<file path="src/rtl/acc_cpu_pkg.sv">
package acc_cpu_pkg;

  localparam int OP_HALT  = 8'h00;
  localparam int OP_LOAD  = 8'h01;
  localparam int OP_STORE = 8'h02;
  localparam int OP_ADD   = 8'h03;
  localparam int OP_AND   = 8'h04;
  localparam int OP_OR    = 8'h05;
  localparam int OP_JMP   = 8'h06;
  localparam int OP_JZ    = 8'h07;
  localparam int OP_PUSH  = 8'h08;
  localparam int OP_POP   = 8'h09;
  localparam int OP_LDSP  = 8'h0A;

  typedef enum logic [3:0] {
    ST_F1_ADDR, ST_F1_RD, ST_F1_CAP, ST_F1_IR,
    ST_F2_RD, ST_F2_CAP, ST_F2_IR, ST_DECODE,
    ST_EX_POP, ST_EX_RD, ST_EX_CAP, ST_EX_ALU,
    ST_EX_WR, ST_HALT
  } cu_state_e;

  typedef enum logic [1:0] {
    ALU_PASS, ALU_ADD, ALU_AND, ALU_OR
  } alu_op_e;

  typedef struct packed {
    logic c;
    logic v;
    logic n;
    logic z;
  } flags_t;

  typedef struct packed {
    logic    mar_from_pc;
    logic    mar_from_ir;
    logic    mar_from_sp;
    logic    mbr_from_mem;
    logic    mbr_from_ac;
    logic    ir_hi_ld;
    logic    ir_lo_ld;
    logic    pc_en;
    logic    pc_inc;
    logic    sp_inc;
    logic    sp_dec;
    logic    sp_ld;
    logic    ac_ld;
    logic    mem_rd;
    logic    mem_wr;
    alu_op_e alu_op;
  } ctl_t;

endpackage

</file>
<file path="src/rtl/acc_alu.sv">
module acc_alu
  import acc_cpu_pkg::*;
#(
  parameter int W = 16
) (
  input  logic [W-1:0] a_i,
  input  logic [W-1:0] b_i,
  input  alu_op_e      op_i,
  output logic [W-1:0] res_o,
  output flags_t       flags_o
);
  logic [W:0]   sum_w;
  logic [W-1:0] res_w;
  logic         c_w, v_w;

  assign sum_w = {1'b0, a_i} + {1'b0, b_i};

  always_comb begin
    res_w = b_i;
    c_w   = 1'b0;
    v_w   = 1'b0;
    unique case (op_i)
      ALU_ADD: begin
        res_w = sum_w[W-1:0];
        c_w   = sum_w[W];
        v_w   = (a_i[W-1] == b_i[W-1]) && (sum_w[W-1] != a_i[W-1]);
      end
      ALU_AND: res_w = a_i & b_i;
      ALU_OR:  res_w = a_i | b_i;
      default: res_w = b_i;
    endcase
  end

  assign res_o     = res_w;
  assign flags_o.c = c_w;
  assign flags_o.v = v_w;
  assign flags_o.n = res_w[W-1];
  assign flags_o.z = (res_w == '0);
endmodule

</file>
<file path="src/rtl/acc_pc_reg.sv">
module acc_pc_reg #(
  parameter int W = 24
) (
  input  logic         clk,
  input  logic         rst_n,
  input  logic         en_i,
  input  logic         inc_sel_i,
  input  logic [W-1:0] load_i,
  output logic [W-1:0] pc_o
);
  logic [W-1:0] pc_q;

  always_ff @(negedge clk or negedge rst_n) begin
    if (!rst_n)      pc_q <= '0;
    else if (en_i) begin
      if (inc_sel_i) pc_q <= pc_q + W'(1);
      else           pc_q <= load_i;
    end
  end

  assign pc_o = pc_q;
endmodule

</file>
<file path="src/rtl/acc_sp_reg.sv">
module acc_sp_reg #(
  parameter int W = 24
) (
  input  logic         clk,
  input  logic         rst_n,
  input  logic         inc_i,
  input  logic         dec_i,
  input  logic         ld_i,
  input  logic [W-1:0] load_i,
  output logic [W-1:0] sp_o
);
  logic [W-1:0] sp_q;

  always_ff @(negedge clk or negedge rst_n) begin
    if (!rst_n)     sp_q <= '1;
    else if (ld_i)  sp_q <= load_i;
    else if (inc_i) sp_q <= sp_q + W'(1);
    else if (dec_i) sp_q <= sp_q - W'(1);
  end

  assign sp_o = sp_q;

  assert_sp_single_op_R8: assert property (@(negedge clk) disable iff (!rst_n)
    $onehot0({inc_i, dec_i, ld_i}));
endmodule

</file>
<file path="src/rtl/acc_ctrl_unit.sv">
module acc_ctrl_unit
  import acc_cpu_pkg::*;
#(
  parameter int OPC_W = 8
) (
  input  logic             clk,
  input  logic             rst_n,
  input  logic [OPC_W-1:0] opcode_i,
  input  logic             flag_z_i,
  output ctl_t             ctl_o,
  output logic             halted_o
);
  cu_state_e state_q, state_d;
  ctl_t      ctl;

  always_ff @(negedge clk or negedge rst_n) begin
    if (!rst_n) state_q <= ST_F1_ADDR;
    else        state_q <= state_d;
  end

  always_comb begin
    ctl     = '0;
    state_d = state_q;
    unique case (state_q)
      ST_F1_ADDR: begin ctl.mar_from_pc = 1'b1; state_d = ST_F1_RD; end
      ST_F1_RD: begin
        ctl.mem_rd = 1'b1; ctl.pc_en = 1'b1; ctl.pc_inc = 1'b1;
        state_d = ST_F1_CAP;
      end
      ST_F1_CAP: begin ctl.mbr_from_mem = 1'b1; state_d = ST_F1_IR; end
      ST_F1_IR: begin
        ctl.ir_hi_ld = 1'b1; ctl.mar_from_pc = 1'b1;
        state_d = ST_F2_RD;
      end
      ST_F2_RD: begin
        ctl.mem_rd = 1'b1; ctl.pc_en = 1'b1; ctl.pc_inc = 1'b1;
        state_d = ST_F2_CAP;
      end
      ST_F2_CAP: begin ctl.mbr_from_mem = 1'b1; state_d = ST_F2_IR; end
      ST_F2_IR:  begin ctl.ir_lo_ld = 1'b1; state_d = ST_DECODE; end
      ST_DECODE: begin
        state_d = ST_F1_ADDR;
        case (opcode_i)
          OPC_W'(OP_HALT): state_d = ST_HALT;
          OPC_W'(OP_LOAD), OPC_W'(OP_ADD), OPC_W'(OP_AND), OPC_W'(OP_OR): begin
            ctl.mar_from_ir = 1'b1;
            state_d = ST_EX_RD;
          end
          OPC_W'(OP_STORE): begin
            ctl.mar_from_ir = 1'b1; ctl.mbr_from_ac = 1'b1;
            state_d = ST_EX_WR;
          end
          OPC_W'(OP_JMP): ctl.pc_en = 1'b1;
          OPC_W'(OP_JZ):  ctl.pc_en = flag_z_i;
          OPC_W'(OP_PUSH): begin
            ctl.mar_from_sp = 1'b1; ctl.mbr_from_ac = 1'b1; ctl.sp_dec = 1'b1;
            state_d = ST_EX_WR;
          end
          OPC_W'(OP_POP): begin ctl.sp_inc = 1'b1; state_d = ST_EX_POP; end
          OPC_W'(OP_LDSP): ctl.sp_ld = 1'b1;
          default: state_d = ST_F1_ADDR;
        endcase
      end
      ST_EX_POP: begin ctl.mar_from_sp = 1'b1; state_d = ST_EX_RD; end
      ST_EX_RD:  begin ctl.mem_rd = 1'b1; state_d = ST_EX_CAP; end
      ST_EX_CAP: begin ctl.mbr_from_mem = 1'b1; state_d = ST_EX_ALU; end
      ST_EX_ALU: begin
        ctl.ac_ld = 1'b1;
        case (opcode_i)
          OPC_W'(OP_ADD): ctl.alu_op = ALU_ADD;
          OPC_W'(OP_AND): ctl.alu_op = ALU_AND;
          OPC_W'(OP_OR):  ctl.alu_op = ALU_OR;
          default:        ctl.alu_op = ALU_PASS;
        endcase
        state_d = ST_F1_ADDR;
      end
      ST_EX_WR: begin ctl.mem_wr = 1'b1; state_d = ST_F1_ADDR; end
      ST_HALT:  state_d = ST_HALT;
      default:  state_d = ST_F1_ADDR;
    endcase
  end

  assign ctl_o    = ctl;
  assign halted_o = (state_q == ST_HALT);

  assert_strobe_excl_R2: assert property (@(negedge clk) disable iff (!rst_n)
    !(ctl.mem_rd && ctl.mem_wr));

  // a read in the first fetch cycle is always followed by the buffer capture
  assert_fetch_capture_R2: assert property (@(negedge clk) disable iff (!rst_n)
    (state_q == ST_F1_RD) |=> ctl.mbr_from_mem);
endmodule

</file>
<file path="src/rtl/acc_cpu_core.sv">
module acc_cpu_core
  import acc_cpu_pkg::*;
#(
  parameter int DATA_W = 16,
  parameter int ADDR_W = 24,
  parameter int OPC_W  = 8
) (
  input  logic                    clk,
  input  logic                    rst_n,
  output logic [ADDR_W-1:0]       mem_addr,
  output logic                    mem_rd,
  output logic                    mem_wr,
  output logic [DATA_W-1:0]       mem_wdata,
  input  logic [DATA_W-1:0]       mem_rdata,
  output logic                    halted,
  output logic [ADDR_W-1:0]       dbg_pc,
  output logic [ADDR_W-1:0]       dbg_sp,
  output logic [DATA_W-1:0]       dbg_ac,
  output logic [3:0]              dbg_flags,
  output logic [OPC_W+ADDR_W-1:0] dbg_ir
);
  // The instruction register is filled by exactly two data words.
  localparam int IR_W = OPC_W + ADDR_W;

  ctl_t               ctl;
  logic [ADDR_W-1:0]  pc_w, sp_w, mar_q;
  logic [DATA_W-1:0]  mbr_q, ac_q, alu_res;
  logic [IR_W-1:0]    ir_q;
  flags_t             flags_q, alu_flags;
  logic [OPC_W-1:0]   opcode;
  logic [ADDR_W-1:0]  ir_addr;

  assign opcode  = ir_q[IR_W-1 -: OPC_W];
  assign ir_addr = ir_q[ADDR_W-1:0];

  acc_ctrl_unit #(.OPC_W(OPC_W)) u_cu (
    .clk(clk), .rst_n(rst_n), .opcode_i(opcode), .flag_z_i(flags_q.z),
    .ctl_o(ctl), .halted_o(halted)
  );

  acc_pc_reg #(.W(ADDR_W)) u_pc (
    .clk(clk), .rst_n(rst_n), .en_i(ctl.pc_en), .inc_sel_i(ctl.pc_inc),
    .load_i(ir_addr), .pc_o(pc_w)
  );

  acc_sp_reg #(.W(ADDR_W)) u_sp (
    .clk(clk), .rst_n(rst_n), .inc_i(ctl.sp_inc), .dec_i(ctl.sp_dec),
    .ld_i(ctl.sp_ld), .load_i(ir_addr), .sp_o(sp_w)
  );

  acc_alu #(.W(DATA_W)) u_alu (
    .a_i(ac_q), .b_i(mbr_q), .op_i(ctl.alu_op), .res_o(alu_res), .flags_o(alu_flags)
  );

  always_ff @(negedge clk or negedge rst_n) begin
    if (!rst_n) begin
      mar_q   <= '0;
      mbr_q   <= '0;
      ir_q    <= '0;
      ac_q    <= '0;
      flags_q <= '0;
    end else begin
      if (ctl.mar_from_pc)      mar_q <= pc_w;
      else if (ctl.mar_from_ir) mar_q <= ir_addr;
      else if (ctl.mar_from_sp) mar_q <= sp_w;
      if (ctl.mbr_from_mem)     mbr_q <= mem_rdata;
      else if (ctl.mbr_from_ac) mbr_q <= ac_q;
      if (ctl.ir_hi_ld) ir_q[IR_W-1 -: DATA_W] <= mbr_q;
      if (ctl.ir_lo_ld) ir_q[DATA_W-1:0]       <= mbr_q;
      if (ctl.ac_ld) begin
        ac_q    <= alu_res;
        flags_q <= alu_flags;
      end
    end
  end

  assign mem_addr  = mar_q;
  assign mem_rd    = ctl.mem_rd;
  assign mem_wr    = ctl.mem_wr;
  assign mem_wdata = mbr_q;
  assign dbg_pc    = pc_w;
  assign dbg_sp    = sp_w;
  assign dbg_ac    = ac_q;
  assign dbg_flags = flags_q;
  assign dbg_ir    = ir_q;

  assert_wdata_is_ac_R6: assert property (@(negedge clk) disable iff (!rst_n)
    mem_wr |-> (mem_wdata == ac_q));

  assert_zero_flag_R3: assert property (@(negedge clk) disable iff (!rst_n)
    ctl.ac_ld |=> (flags_q.z == (ac_q == '0)));

  assert_neg_flag_R5: assert property (@(negedge clk) disable iff (!rst_n)
    ctl.ac_ld |=> (flags_q.n == ac_q[DATA_W-1]));

  assert_halt_hold_R9: assert property (@(negedge clk) disable iff (!rst_n)
    halted |=> (halted && $stable(pc_w) && !mem_rd && !mem_wr));
endmodule

</file>
<file path="config.mk">
export PLATFORM = sky130hd
export DESIGN_NAME = acc_cpu_core
export DESIGN_NICKNAME = d
export VERILOG_FILES = /design/src/rtl/acc_cpu_pkg.sv /design/src/rtl/acc_alu.sv /design/src/rtl/acc_pc_reg.sv /design/src/rtl/acc_sp_reg.sv /design/src/rtl/acc_ctrl_unit.sv /design/src/rtl/acc_cpu_core.sv
export SDC_FILE = /design/constraint.sdc
export NUM_CORES = 1
export LEC_CHECK = 0
export BUFFER_PORTS_ARGS = -buffer_cell sky130_fd_sc_hd__buf_2
export CAP_MARGIN = 20
export CORE_MARGIN = 5
export CORE_UTILIZATION = 60
export CTS_CLUSTER_SIZE = 24
export DETAILED_ROUTE_END_ITERATION = 7
export GPL_ROUTABILITY_DRIVEN = 0
export PLACE_DENSITY_LB_ADDON = 0.05
export SLEW_MARGIN = 30
export SYNTH_ARGS = -nofsm -noshare
export SYNTH_HDL_FRONTEND = slang
export SYNTH_SLANG_ARGS = --single-unit
</file>
<file path="constraint.sdc">
create_clock -name clk -period 9.9 [get_ports clk]
set_input_delay 0 -clock clk [delete_from_list [all_inputs] [get_ports clk]]
set_output_delay 0 -clock clk [all_outputs]
set_load 0.02 [all_outputs]
</file>
==> metrics list <==
- Setup repair after global routing left no endpoint under its margin.
- Synth Area in Adders: 0.07871
- Portion of netlist area occupied by mux cells: 0.08323
* Design internal power: 2.091 mW
- The root buffer cell chosen for the clock tree is sky130_fd_sc_hd__clkbuf_16.
- The final-report max-slew violation count was 0.
- Library cell with the highest instance count after synthesis: sky130_fd_sc_hd__nand2_1
- Post-synthesis cell type with the largest combined area: sky130_fd_sc_hd__dfrtn_1
- The share of total power dissipated in sequential elements is 0.291.
* Sum of net half-perimeters after detailed placement: 20750 um
- Total core area: 15310 sq um
- Initial core utilization: 0.6145
* PortBufs: 160
- The clock arrives with 0.06508 ns of skew.
* Worst-path cell with the longest stage delay: sky130_fd_sc_hd__dfrtn_1
- TritonCTS Buffers: 17
- Number of nets in the layout: 1311
- Of the total power, combinational logic draws 0.543.
* R2R Path Start: dbg_ir[30]$_DFFE_NN0P_
* Worst skew pair latency: 0.47 ns
- Clock slew at reported path FFs: 0.05 ns
- Fraction of the yosys area taken by sequential cells: 0.3835
- The share of synthesized area in the top cell type comes to 0.3164.
* Final count of hold timing violations: 0
* Critical path required time: 9.90 ns
* Hold WS: 0.4180 ns
* CTS Hold Bufs: 0
* Cell count after placement: 1403
* Nets in the synthesized netlist: 1154
- Relative to the synthesized area, the layout overhead comes to 17.47%.
- Of the total power, the share spent switching nets is 0.4921.
- Overall routing resource usage: 0.3152
- Number of buffers between clock root and the deepest sink: 2
- The die covers 18290 sq um.
* Leakage power: 5.370 nW
- Peak ir drop on the vdd network: 0.0002475 V
- The number of global-route vias before repair is 8224.
- From bottom edge to top edge, the die measures 135.2 um.
- Crit path top cell by count: sky130_fd_sc_hd__nor2_1
- Number of antenna diodes: 0
* Fraction of synthesized cell area in xor and xnor cells: 0.02978
- Cell types occupying the most area after synthesis: sky130_fd_sc_hd__dfrtn_1 32%, sky130_fd_sc_hd__ha_1 7.4%, sky130_fd_sc_hd__dfstp_2 6.7%
- Final-layout setup total negative slack: 0 ns
- The count of nets left with antenna violations once routing finished came out at 0.
* Share of cells above drive strength 1: 0.2276
* Total of fill cells in the finished design: 1237
- The first detailed-routing pass took 6 iterations.
- The number of gates resized after CTS was 0.
* Floorplan row count: 45
* Critical Path Start: u_cu.state_q[2]$_DFF_NN0_
- Post-synthesis compound-gate area fraction: 0.2049
* Number of antenna violations at the first check in global routing: 0
* Distinct cell type count after synthesis: 72
- Entering global routing, the biggest net connects 82 pins.
- Number of synthesized flops with an enable pin: 0
- The cell count after synthesis came out at 1078.
- The share of total power dissipated in the clock network is 0.166.
- Worst-case headroom to the max-slew limit: 0.3749
- From left edge to right edge, the die measures 135.2 um.
- The tree built by TritonCTS fans out to 143 sinks.
- At the pin with the least slew margin, the transition time is 0.9291 ns.
- Total number of yosys warnings: 0
- Dividing the detail-routed wire length by the instance count gives 19.73 um.
- Max-cap violations in this run came to 0.
* Net switching component of the power: 2.026 mW
* Largest stage delay, worst path: 0.61 ns
- Iteration-0 DRC Markers: 1078
- List of cells traversed by the critical path: nand2b_1 > nor2_1 > a21oi_1 > nor2_1 > buf_2
* Number of ports placed on the die boundary: 161
* Avg Inst Size Synth: 8.729 sq um
- Ranked by instance count, the synthesized netlist is headed by 148 x sky130_fd_sc_hd__nand2_1, 119 x sky130_fd_sc_hd__dfrtn_1, 107 x sky130_fd_sc_hd__o21ai_0.
- Arrival time at the worst endpoint: 6.72 ns
- Post-layout utilization of the core: 0.7218
- Result of the run: complete, no violations
* Area fraction in and, or, nand and nor cells after synthesis: 0.1751
* Number of setup violations in the final report: 0
- Launching element type of the critical path: register
* Dominant combinational cell family by area after synthesis: compound AO/OA/AOI/OAI gates
- In this run the cell area of the synthesized design comes to 9410 sq um.
- The worst hold path begins at mem_addr[12]$_DFFE_NN0P_.
- Detailed routing inserted a total of 9154 vias.
* Synth Flop Type: sky130_fd_sc_hd__dfrtn_1
* Pwr per Cell Area: 372.4 nW/um^2
- Counting flops and latches in the post-synthesis netlist gives 143.
- The finished layout holds 1459 standard cells, fillers aside.
- Setup repair bufs after CTS: 0
- Fraction of registers with async set or reset after synthesis: 1.000
* Global-route wire length before repair: 45400 um
- The worst hold path belongs to the class reg -> reg.
* Critical setup path kind: reg -> out
- Critical path peak fanout: 10
- For this run the aggregate overflow at the end of global routing stands at 0.
- Total Wirelength: 28790 um
- TritonCTS built the clock tree.
- Number of remaining DRC errors: 0
- Average vias per placed instance: 6.274
* Level count of the clock H-tree: 4
* Nature of the critical path endpoint: output port
==> critical path: cells and delay by family (launching register included) <==
| kind | cells | cell delay [ns] |
|---|---|---|
| buffers and inverters | 1 | 0.17 |
| flip-flops | 1 | 0.61 |
| AO/OA/AOI/OAI | 1 | 0.07 |
| AND/OR/NAND/NOR | 3 | 0.51 |
==> power groups by stage <==
stage / logic (mW) / clock network (mW) / registers, mW
floorplan: 1.40 / 0.0154 / 1.28
global placement: 2.13 / 0.0154 / 1.18
detailed placement: 2.17 / 0.0154 / 1.19
CTS: 2.19 / 0.682 / 1.19
global route: 2.44 / 0.716 / 1.23
finish: 2.23 / 0.683 / 1.20
==> cell type report <==
| cell class | instances | area (sq um) | area share |
|---|---|---|---|
| multi-input combinational | 830 | 5404 | 0.4888 |
| sequential | 143 | 3608 | 0.3264 |
| clock buffer | 18 | 439.2 | 0.03973 |
| tap | 211 | 264.0 | 0.02388 |
| clock inverter | 38 | 234.0 | 0.02117 |
| inverter | 44 | 165.2 | 0.01494 |
| timing repair buffer | 175 | 939.7 | 0.08500 |
==> sequential cells by signal (all words and copies together) (netlist names) <==
name,cells
dbg_ac,16
mem_addr,24
dbg_flags,3
u_cu.state_q,4
dbg_ir,32
u_pc.pc_o,24
u_sp.sp_o,24
mem_wdata,16
==> routing by layer <==
| layer | global-route usage | routed length, um | vias up |
|---|---|---|---|
| li1 | - | - | 4206 |
| met1 | 0.4827 | 12900 | 4371 |
| met2 | 0.4375 | 12090 | 526 |
| met3 | 0.06501 | 3006 | 51 |
| met4 | 0.1159 | 782 | 0 |
| met5 | 0 | 0 | - |
==> per-stage QoR <==
step / setup slack, ns / total power [mW] / instance area (sq um)
after floorplan: 3.672 / 2.698 / 9410
after global placement: 3.604 / 3.330 / 10360
after detailed placement: 3.586 / 3.379 / 10360
after CTS: 3.208 / 4.060 / 11030
after global routing: 3.104 / 4.390 / 11050
final: 3.181 / 4.116 / 11050
==> cells in the final DEF (no fill, tap or decap), types with 11 or more instances in the layout <==
master / n
sky130_fd_sc_hd__buf_2: 159
sky130_fd_sc_hd__nand2_1: 148
sky130_fd_sc_hd__dfrtn_1: 119
sky130_fd_sc_hd__o21ai_0: 107
sky130_fd_sc_hd__nor2_1: 76
sky130_fd_sc_hd__inv_1: 68
sky130_fd_sc_hd__ha_1: 56
sky130_fd_sc_hd__a21oi_1: 49
sky130_fd_sc_hd__mux2i_1: 40
sky130_fd_sc_hd__o22ai_1: 35
sky130_fd_sc_hd__mux2_2: 34
sky130_fd_sc_hd__o21ai_1: 28
sky130_fd_sc_hd__nor3_1: 24
sky130_fd_sc_hd__xnor2_1: 24
sky130_fd_sc_hd__dfstp_2: 24
sky130_fd_sc_hd__nand3_1: 18
sky130_fd_sc_hd__clkbuf_16: 17
sky130_fd_sc_hd__and3_1: 14
sky130_fd_sc_hd__buf_4: 14
sky130_fd_sc_hd__nand2b_1: 13
sky130_fd_sc_hd__a211oi_1: 11
==> logic make-up after synthesis <==
logic type	count (synthesis)
AND/OR/NAND/NOR	352
AO/OA/AOI/OAI	314
flip-flops	143
buffers and inverters	105
multiplexers	74
adder cells (fa/ha/maj)	58
XOR/XNOR	32
==> final timing paths <==
| path | slack [ns] | to | cells past startpoint |
|---|---|---|---|
| max | 3.18 | mem_rd | 5 |
| min | 0.42 | mem_addr[12]$_DFFE_NN0P_ | 2 |
| max reg2reg | 5.26 | u_sp.sp_o[16]$_DFFE_NN1P_ | 13 |
| min reg2reg | 0.42 | mem_addr[12]$_DFFE_NN0P_ | 2 |
| max in group asynchronous | 4.09 | u_cu.state_q[3]$_DFF_NN0_ | 2 |
| min in group asynchronous | 4.47 | mem_wdata[2]$_DFFE_NN0P_ | 1 |
Note: power is estimated with default switching activity, not from simulation.
